File: src/rtl/tblk_pkg.sv
package tblk_pkg;
    localparam int ID_W   = 8;
    localparam int PRIO_W = 3;

    typedef struct packed {
        logic [ID_W-1:0]   id;
        logic [PRIO_W-1:0] prio;
        logic              child;
    } ent_t;

    localparam logic [1:0] MODE_RR    = 2'd0;
    localparam logic [1:0] MODE_PRI   = 2'd1;
    localparam logic [1:0] MODE_BIND  = 2'd2;
    localparam logic [1:0] MODE_ADAPT = 2'd3;
endpackage

File: src/rtl/tblk_pick.sv
// Selects the entry to serve from one queue: the largest priority, the
// earliest arrival among equals (entries are kept in arrival order).
module tblk_pick #(
    parameter int DEPTH  = 4,
    parameter int PRIO_W = 3,
    localparam int CNT_W = $clog2(DEPTH + 1),
    localparam int IDX_W = $clog2(DEPTH)
) (
    input  logic [DEPTH-1:0][PRIO_W-1:0] prio,
    input  logic [DEPTH-1:0]             child,
    input  logic [CNT_W-1:0]             cnt,
    input  logic                         use_prio,
    output logic [IDX_W-1:0]             idx,
    output logic                         is_child
);
    always_comb begin
        idx = '0;
        for (int i = 1; i < DEPTH; i++) begin
            if (use_prio && (CNT_W'(i) < cnt) && (prio[i] > prio[idx])) begin
                idx = IDX_W'(i);
            end
        end
        is_child = child[idx];
    end
endmodule

File: src/rtl/tblk_lowest.sv
// Lowest-index request finder.
module tblk_lowest #(
    parameter int N = 4,
    localparam int W = $clog2(N)
) (
    input  logic [N-1:0] req,
    output logic         any,
    output logic [W-1:0] idx
);
    always_comb begin
        any = |req;
        idx = '0;
        for (int i = N - 1; i >= 0; i--) begin
            if (req[i]) idx = W'(i);
        end
    end
endmodule

File: src/rtl/tblk_disp.sv
module tblk_disp
    import tblk_pkg::*;
#(
    parameter int NUM_SM    = 4,
    parameter int Q_DEPTH   = 4,
    parameter int MAX_SLOTS = 2,
    localparam int SM_W   = $clog2(NUM_SM),
    localparam int CNT_W  = $clog2(Q_DEPTH + 1),
    localparam int IDX_W  = $clog2(Q_DEPTH),
    localparam int FREE_W = $clog2(MAX_SLOTS + 1)
) (
    input  logic              clk,
    input  logic              rst_n,
    input  logic [1:0]        mode,
    input  logic              lnch_valid,
    output logic              lnch_rdy,
    input  logic [ID_W-1:0]   lnch_id,
    input  logic              lnch_child,
    input  logic [SM_W-1:0]   lnch_sm,
    input  logic [PRIO_W-1:0] lnch_prio,
    input  logic [NUM_SM-1:0] sm_done,
    output logic              dsp_valid,
    output logic [SM_W-1:0]   dsp_sm,
    output logic [ID_W-1:0]   dsp_id,
    output logic              dsp_child
);
    typedef struct packed {
        ent_t [NUM_SM-1:0][Q_DEPTH-1:0] q;
        logic [NUM_SM-1:0][CNT_W-1:0]   cnt;
        logic [NUM_SM-1:0][FREE_W-1:0]  free;
        logic [SM_W-1:0]                rr;
    } st_t;

    st_t s_d, s_q;

    logic [NUM_SM-1:0][IDX_W-1:0] pk_idx;
    logic [NUM_SM-1:0]            pk_child;
    logic [NUM_SM-1:0]            loc_req, thief_req, vic_req;
    logic                         loc_any, thief_any, vic_any;
    logic [SM_W-1:0]              loc_idx, thief_idx, vic_idx;
    logic [SM_W-1:0]              src, tgt;
    logic                         use_prio, bind_on;
    ent_t                         new_ent;

    assign use_prio = (mode != MODE_RR);
    assign bind_on  = mode[1];

    for (genvar g = 0; g < NUM_SM; g++) begin : g_sm
        logic [Q_DEPTH-1:0][PRIO_W-1:0] pr;
        logic [Q_DEPTH-1:0]             ch;
        for (genvar e = 0; e < Q_DEPTH; e++) begin : g_ent
            assign pr[e] = s_q.q[g][e].prio;
            assign ch[e] = s_q.q[g][e].child;
        end
        tblk_pick #(.DEPTH(Q_DEPTH), .PRIO_W(PRIO_W)) u_pick (
            .prio(pr), .child(ch), .cnt(s_q.cnt[g]), .use_prio(use_prio),
            .idx(pk_idx[g]), .is_child(pk_child[g])
        );
        assign loc_req[g]   = (s_q.cnt[g] != '0) && (s_q.free[g] != '0);
        assign thief_req[g] = (s_q.cnt[g] == '0) && (s_q.free[g] != '0);
        assign vic_req[g]   = (s_q.cnt[g] != '0) && (s_q.free[g] == '0) && pk_child[g];
    end

    tblk_lowest #(.N(NUM_SM)) u_loc   (.req(loc_req),   .any(loc_any),   .idx(loc_idx));
    tblk_lowest #(.N(NUM_SM)) u_thief (.req(thief_req), .any(thief_any), .idx(thief_idx));
    tblk_lowest #(.N(NUM_SM)) u_vic   (.req(vic_req),   .any(vic_any),   .idx(vic_idx));

    always_comb begin
        s_d       = s_q;
        dsp_valid = 1'b0;
        dsp_sm    = '0;
        src       = '0;

        // issue selection: own queue first, adaptive take second
        if (loc_any) begin
            dsp_valid = 1'b1;
            dsp_sm    = loc_idx;
            src       = loc_idx;
        end else if ((mode == MODE_ADAPT) && thief_any && vic_any) begin
            dsp_valid = 1'b1;
            dsp_sm    = thief_idx;
            src       = vic_idx;
        end
        dsp_id    = s_q.q[src][pk_idx[src]].id;
        dsp_child = s_q.q[src][pk_idx[src]].child;

        if (dsp_valid) begin
            for (int i = 0; i < Q_DEPTH - 1; i++) begin
                if (IDX_W'(i) >= pk_idx[src]) s_d.q[src][i] = s_q.q[src][i+1];
            end
            s_d.cnt[src]     = s_q.cnt[src] - CNT_W'(1);
            s_d.free[dsp_sm] = s_q.free[dsp_sm] - FREE_W'(1);
        end

        for (int s = 0; s < NUM_SM; s++) begin
            if (sm_done[s] && (s_d.free[s] < FREE_W'(MAX_SLOTS))) begin
                s_d.free[s] = s_d.free[s] + FREE_W'(1);
            end
        end

        // launch placement
        tgt      = (bind_on && lnch_child) ? lnch_sm : s_q.rr;
        lnch_rdy = (s_q.cnt[tgt] < CNT_W'(Q_DEPTH));
        new_ent.id    = lnch_id;
        new_ent.child = lnch_child;
        new_ent.prio  = (lnch_child && (lnch_prio != '1)) ? lnch_prio + PRIO_W'(1) : lnch_prio;
        if (lnch_valid && lnch_rdy) begin
            for (int i = 0; i < Q_DEPTH; i++) begin
                if (CNT_W'(i) == s_d.cnt[tgt]) s_d.q[tgt][i] = new_ent;
            end
            s_d.cnt[tgt] = s_d.cnt[tgt] + CNT_W'(1);
            if (!(bind_on && lnch_child)) begin
                s_d.rr = (s_q.rr == SM_W'(NUM_SM - 1)) ? '0 : s_q.rr + SM_W'(1);
            end
        end
    end

    always_ff @(posedge clk) begin
        if (!rst_n) begin
            s_q <= '0;
            for (int s = 0; s < NUM_SM; s++) begin
                s_q.free[s] <= FREE_W'(MAX_SLOTS);
            end
        end else begin
            s_q <= s_d;
        end
    end
endmodule

File: config.mk
export PLATFORM = sky130hd
export DESIGN_NAME = tblk_disp
export DESIGN_NICKNAME = d
export VERILOG_FILES = /design/src/rtl/tblk_pkg.sv /design/src/rtl/tblk_pick.sv /design/src/rtl/tblk_lowest.sv /design/src/rtl/tblk_disp.sv
export SDC_FILE = /design/constraint.sdc
export NUM_CORES = 1
export LEC_CHECK = 0
export BUFFER_PORTS_ARGS = -buffer_cell sky130_fd_sc_hd__buf_4
export CELL_PAD_IN_SITES_DETAIL_PLACEMENT = 0
export CELL_PAD_IN_SITES_GLOBAL_PLACEMENT = 1
export CORE_ASPECT_RATIO = 1.2
export CORE_UTILIZATION = 50
export DETAILED_ROUTE_END_ITERATION = 10
export PLACE_DENSITY_LB_ADDON = 0.3
export REMOVE_ABC_BUFFERS = 1
export SETUP_SLACK_MARGIN = 0.5
export SLEW_MARGIN = 0
export SYNTH_ARGS = -nofsm -noshare
export SYNTH_HDL_FRONTEND = slang
export SYNTH_SLANG_ARGS = --single-unit
export TNS_END_PERCENT = 5
File: constraint.sdc
create_clock -name clk -period 18.8 [get_ports clk]
set_input_delay 3.76 -clock clk [delete_from_list [all_inputs] [get_ports clk]]
set_output_delay 3.76 -clock clk [all_outputs]
set_load 0.01 [all_outputs]
# Word-level counts from Yosys, hierarchy flattened

Cells that the tools add are included.

Multiplexer cells: 119
Reduce and logical (&&, ||, !) cells: 74
$add $sub $neg: 9
Equal/unequal tests: 6
Bitwise logic cells: 1
$lt $le $gt $ge: 51

Operators with widths:

| kind                                                | count |
|---|---|
| 2-to-1 mux 192 bit                                  | 12 |
| bitwise mux 192 bit                                 | 7 |
| demux 48 bit (select 2 bit)                         | 7 |
| 2-to-1 mux 212 bit                                  | 1 |
| 2-to-1 mux 204 bit                                  | 1 |
| binary-select mux 48 bit (select 2 bit)             | 1 |
| 2-to-1 mux 48 bit                                   | 2 |
| 2-to-1 mux 36 bit                                   | 2 |
| binary-select mux 3 bit (select 2 bit)              | 11 |
| 2-to-1 mux 2 bit                                    | 33 |
| logical AND 1 bit                                   | 52 |
| 2-to-1 mux 24 bit                                   | 2 |
| 2-to-1 mux 3 bit                                    | 14 |
| > comparator 3 bit                                  | 12 |
| < comparator 2 x 3 -> 1 bit (second input constant) | 12 |
| 2-to-1 mux 12 bit                                   | 3 |
| binary-select mux 12 bit (select 2 bit)             | 1 |
| bitwise mux 12 bit                                  | 2 |
| < comparator 2 x 3 -> 1 bit (first input constant)  | 8 |
| logical NOT 3 bit                                   | 5 |
| demux 3 bit (select 2 bit)                          | 2 |
| < comparator 1 x 3 -> 1 bit (first input constant)  | 4 |
| < comparator 1 x 3 -> 1 bit (second input constant) | 4 |
| nonzero test 3 bit                                  | 4 |
| 23 further kinds                                    | 58 |

Register bits after elaboration: 214
Input port bits: 23
Output and inout bits: 13
Word-level logic and storage cells: 317

# Depth between registers and ports, before layout

Depth after elaboration: 50
Depth in mapped cells: 43
Depth with buffers taken out: 34

# By module

Synthesis repeated with hierarchy kept, for this count alone.

Cell total of the unflattened synthesis: 1621
Area, all modules: 14178.6 um^2

Modules (own cells, without submodules):

| module      | cells an instance | times used | area an instance (um^2) |
|---|---|---|---|
| tblk_disp   | 1420              | 1          | 12662.1 |
| tblk_pick   | 45                | 4          | 352.8 |
| tblk_lowest | 7                 | 3          | 35.0 |

# Least setup slack after synthesis

Ideal clock, no wire load.

Kind: input to output
From: input port mode[1]
To: output port dsp_id[6]
Required time: 15040 ps
Setup slack: 6069 ps
Arrival time: 8971 ps
Cell stages on the path: 25
Cells stage by stage: or2_1 -> buf_2 -> o2111ai_1 -> mux2i_1 -> ha_1 -> nor2b_1 -> o21a_1 -> o21ai_0 -> mux2_2 -> ha_1 -> nand3_1 -> nand3_1 -> a21oi_1 -> mux2i_1 -> a211o_1 -> o21ai_0 -> a31oi_2 -> buf_2 -> mux2_2 -> mux2i_4 -> buf_6 -> buf_2 -> buf_4 -> mux2i_1 -> a21oi_1

Word-level cells in the longest chain between the ends: 27
Elaborated cells on any way between the ends: 89

RTL lines:

| what                                                                                              | line              | RTL |
|---|---|---|
| start, declared                                                                                   | tblk_disp.sv:14   | `input logic [1:0] mode,` |
| nonzero test 2 bit                                                                                | tblk_disp.sv:45   | `assign use_prio = (mode != MODE_RR);` |
| logical AND 1 bit (2 in series)                                                                   | tblk_pick.sv:19   | `if (use_prio && (CNT_W'(i) < cnt) && (prio[i] > prio[idx])) begin` |
| 2-to-1 mux 1 bit                                                                                  | tblk_pick.sv:19   |  |
| binary-select mux 3 bit (select 2 bit)                                                            | tblk_pick.sv:19   |  |
| 2-to-1 mux 3 bit (implied by the code)                                                            | tblk_pick.sv:19   |  |
| > comparator 3 bit                                                                                | tblk_pick.sv:19   |  |
| logical AND 1 bit                                                                                 | tblk_pick.sv:19   |  |
| 2-to-1 mux 2 bit                                                                                  | tblk_pick.sv:19   |  |
| (+7 left out)                                                                                     | n/a               |  |
| logical AND 1 bit                                                                                 | tblk_disp.sv:61   | `assign vic_req[g] = (s_q.cnt[g] != '0) && (s_q.free[g] == '0) && pk_child[g];` |
| 2-to-1 mux 2 bit (4 in series)                                                                    | tblk_lowest.sv:14 | `if (req[i]) idx = W'(i);` |
| 2-to-1 mux 2 bit                                                                                  | tblk_disp.sv:79   | `end else if ((mode == MODE_ADAPT) && thief_any && vic_any) begin` |
| 2-to-1 mux 2 bit                                                                                  | tblk_disp.sv:75   | `if (loc_any) begin` |
| binary-select mux 48 bit (select 2 bit) or binary-select mux 2 bit (select 2 bit) (tied branches) | tblk_disp.sv:84   | `dsp_id = s_q.q[src][pk_idx[src]].id;` |
| 2-to-1 mux 48 bit (implied by the code) or 2-to-1 mux 2 bit (tied branches)                       | tblk_disp.sv:84   |  |
| binary-select mux 12 bit (select 2 bit) (*)                                                       | tblk_disp.sv:84   |  |
| 2-to-1 mux 12 bit (*)                                                                             | n/a               |  |
| end, declared                                                                                     | tblk_disp.sv:24   | `output logic [ID_W-1:0] dsp_id,` |

Mark *: on every way between the ends. The rest lies on a longest branch, timed or not. The select of a mux whose other input is x is not followed.

# Final worst setup path

From: input port mode[1]
To: output port dsp_id[7]

The elaborated chain is that of the path after synthesis.

==> results.md <==
- Commonest non-fill, non-tap cell in the layout: nand2_1
- EDFF count, synth: 0
- Clk pin slew, worst setup/hold paths: 0.06 ns
- Antenna cells: 0
- TNS Setup: 0 ns
- CP max stage cell: buf_4
- PortBufs: 35
- Final period util: 77.5%
- R2r startpoint: g_sm[3].pr[2]$_SDFF_PN0_
- Cts hold-fix bufs: 0
- Crit path launch: mode[1]
- Element type at the critical path start: input pin
- Synth area leader: dfxtp_1
- Setup Skew: 0.0182 ns
- Final WL: 43500 um
- Ys flop type: dfxtp_1
- Synth warn: 0
- Most frequent cells in the layout: 323 x nand2_1, 214 x dfxtp_1, 177 x o21ai_0, 155 x a21oi_1, 100 x mux2i_1
- Initial Utilization: 51.3%
- Core region area: 0.0258 mm^2
- Synth Instances: 1717
- Fmax: 68.6 MHz
- Vias in the first global route: 11758
- Register area: 0.00428 mm^2
- Vias: 12675
- Switching share of power: 48.0%
- Area Growth Syn to Fin: 6.96%
- Die area: 0.0271 mm^2
- Layout net count: 1725
- Reg power frac: 23.5%
- Top cells by area, synth: dfxtp_1 32%, nand2_1 9.2%, mux2i_1 7.6%, o21ai_0 6.7%, a21oi_1 5.9%
- Flop2flop setup slack: 9.81 ns
- Crit path max fanout: 85
- Worst R2R End: g_sm[0].pr[5]$_SDFF_PN0_
- CTS tree: built
- Clk sink count: 214
- Layout cells sized above 1: 9.74%
- Post-synth cell types: 76
- Outcome: complete, no violations
- Post-DP HPWL: 28600 um
- Max-slew headroom: 17.9%
- Flop and latch count out of synthesis: 214
- DIE HEIGHT: 180 um
- Final GP Congestion: 0.954
- GR Overflow Total: 0
- Critical Path AT: 10.82 ns
- Clock power share: 17.2%
- Peak VDD IR: 0.000141 V
- FF-to-FF path depth: 30
- Footprint of the multi-input gates: 0.00821 mm^2
- Tot GR Track Use: 32.4%
- TritonRoute pass-1 iters: 5
- P per Cell Area: 179 mW/mm^2
- Num CTS Buffers: 25
- P_int: 0.00132 W
- Pins over their slew limit: 0
- Post-synth top area share: 32.4%
- Initial antenna violation count: 0
- CTS resizes: 0
- Final instance area: 0.0142 mm^2
- Maximum clock path buffer count: 3
- Final setup viols: 0
- Seq/Total Area, Yosys: 32.4%
- Root cell of the clock tree: clkbuf_16
- NetSw: 0.00122 W
- # IOs: 36
- Leakage: 5.05 nW
- # rows: 64
- Setup crit end: dsp_id[7]
- RSZ-0062 raised after global routing: no
- Clock latency on the worst-skew pair: 0.53 ns
- DR WL/cell: 21.7 um
- Post-CTS setup buffer count: 0
- Hold Violations, Final: 0
- Worst Setup Path Type: in2out
- H-tree levels: 1
- Pin count of the biggest net entering global routing: 86
- Mapped cell area: 0.0132 mm^2
- Async set-or-reset flop fraction in the synthesized netlist: 0%
- Crit path capture type: output port
- First-pass GRT wire length: 68300 um
- Area after DPL: 0.0135 mm^2
- Crit-path most repeated cell: buf_4
- Final min period: 14.58 ns
- Via/cell ratio: 6.33
- CP required: 15.04 ns
- DRC viols: 0
- Syn Area/Cell: 7.71 um^2
- Combinational share of power: 59.3%
- Slew @ Worst Pin: 1.23 ns
- Fillers: 2505
- HP Class: reg2reg
- Routed Antenna Nets: 0
- CP max stage delay: 0.76 ns
- Iter 0 DRT Violations: 872
- Die X-Extent: 151 um
- Max cap viols: 0
cell families (layout without fill, tap and decap cells):
family | after synthesis | count (layout) | share of synthesized area (%)
AND/OR/NAND/NOR | 600 | 600 | 20.8
AO/OA/AOI/OAI | 523 | 523 | 24.2
multiplexers | 147 | 147 | 11.7
flip-flops | 214 | 214 | 32.4
buffers and inverters | 176 | 132 | 5.90
adder cells (fa/ha/maj) | 41 | 41 | 3.87
XOR/XNOR | 16 | 16 | 1.06
sequential cells by signal (all words and copies together) (netlist names):
name and count:
g_sm.ch 16, g_sm.pr 48, s_q 150
power by group through the flow:
stage	clock, W	sequential [W]	combinational (W)
4_1_cts	0.000441	0.000595	0.00148
2_1_floorplan	0	0.000577	0.000997
5_1_grt	0.000459	0.000605	0.00163
3_5_place_dp	0	0.000604	0.00147
6_report	0.000437	0.000597	0.00151
3_3_place_gp	0	0.000602	0.00146
per-stage QoR:
step	instances	util (%)	setup WS [ns]	hold slack [ns]	total power, W
6_report	2003	54.9	4.22	0.452	0.00254
4_1_cts	2003	54.9	4.28	0.454	0.00252
3_3_place_gp	1964	52.2	4.49	0.442	0.00206
3_5_place_dp	1964	52.2	4.28	0.447	0.00208
5_1_grt	2003	54.9	3.69	0.470	0.00270
2_1_floorplan	1579	-	3.92	0.437	0.00157
Yosys cell counts (all sizes together), types with 2 or more instances:
cell	number
o21bai	3
nand2b	33
a211oi	30
a22oi	2
o311a	2
nor4	3
a21o	2
or3	7
nor2b	13
ha	41
mux2	44
or2	2
o21a	7
o2111ai	39
clkbuf	71
mux2i	103
xor2	10
a211o	4
nand4	13
nand3	63
xnor2	6
o31a	2
nand2	324
o22ai	3
a311o	2
dfxtp	214
o31ai	2
nor3	13
o21ai	186
o221ai	3
and3	51
o41ai	12
o211ai	2
a31oi	33
a311oi	14
and2	6
nor2	67
a21oi	161
inv	38
a21boi	4
buf	67
final cells by class:
type | instances | share of cell area [%]
well taps | 330 | 2.92
clock buffers | 34 | 4.73
flip-flops and latches | 214 | 30.3
clock inverters | 5 | 0.203
repair buffers | 55 | 2.92
inverters | 38 | 1.01
multi-input cells | 1327 | 58.0
routing by layer:
metal / GRT usage, % / vias up / wire [um]
li1: - / 6074 / -
met1: 41.3 / 6045 / 18100
met2: 53.4 / 443 / 20500
met3: 5.16 / 113 / 2950
met4: 14.2 / 0 / 1870
met5: 0 / - / 0
how the worst min path moves through the flow:
stage                                startpoint               endpoint  slack, ns  cells after the start
after floorplan           s_q[110]$_SDFFE_PN0P_  s_q[110]$_SDFFE_PN0P_       0.44                      2
after global placement    s_q[113]$_SDFFE_PN0P_  s_q[113]$_SDFFE_PN0P_       0.44                      2
after detailed placement   s_q[63]$_SDFFE_PN0P_   s_q[63]$_SDFFE_PN0P_       0.45                      2
after CTS                  s_q[63]$_SDFFE_PN0P_   s_q[63]$_SDFFE_PN0P_       0.45                      2
after global routing      s_q[210]$_SDFFE_PN0P_  s_q[210]$_SDFFE_PN0P_       0.47                      2
final                      s_q[63]$_SDFFE_PN0P_   s_q[63]$_SDFFE_PN0P_       0.45                      2
critical path, delay by kind of cell:
| family | cells | cell delay, ns |
|---|---|---|
| AO/OA/AOI/OAI | 10 | 2.37 |
| multiplexers | 5 | 1.88 |
| buffers and inverters | 4 | 1.57 |
| AND/OR/NAND/NOR | 4 | 0.64 |
| adder cells (fa/ha/maj) | 2 | 0.55 |
(Power assumes the default switching activity.)
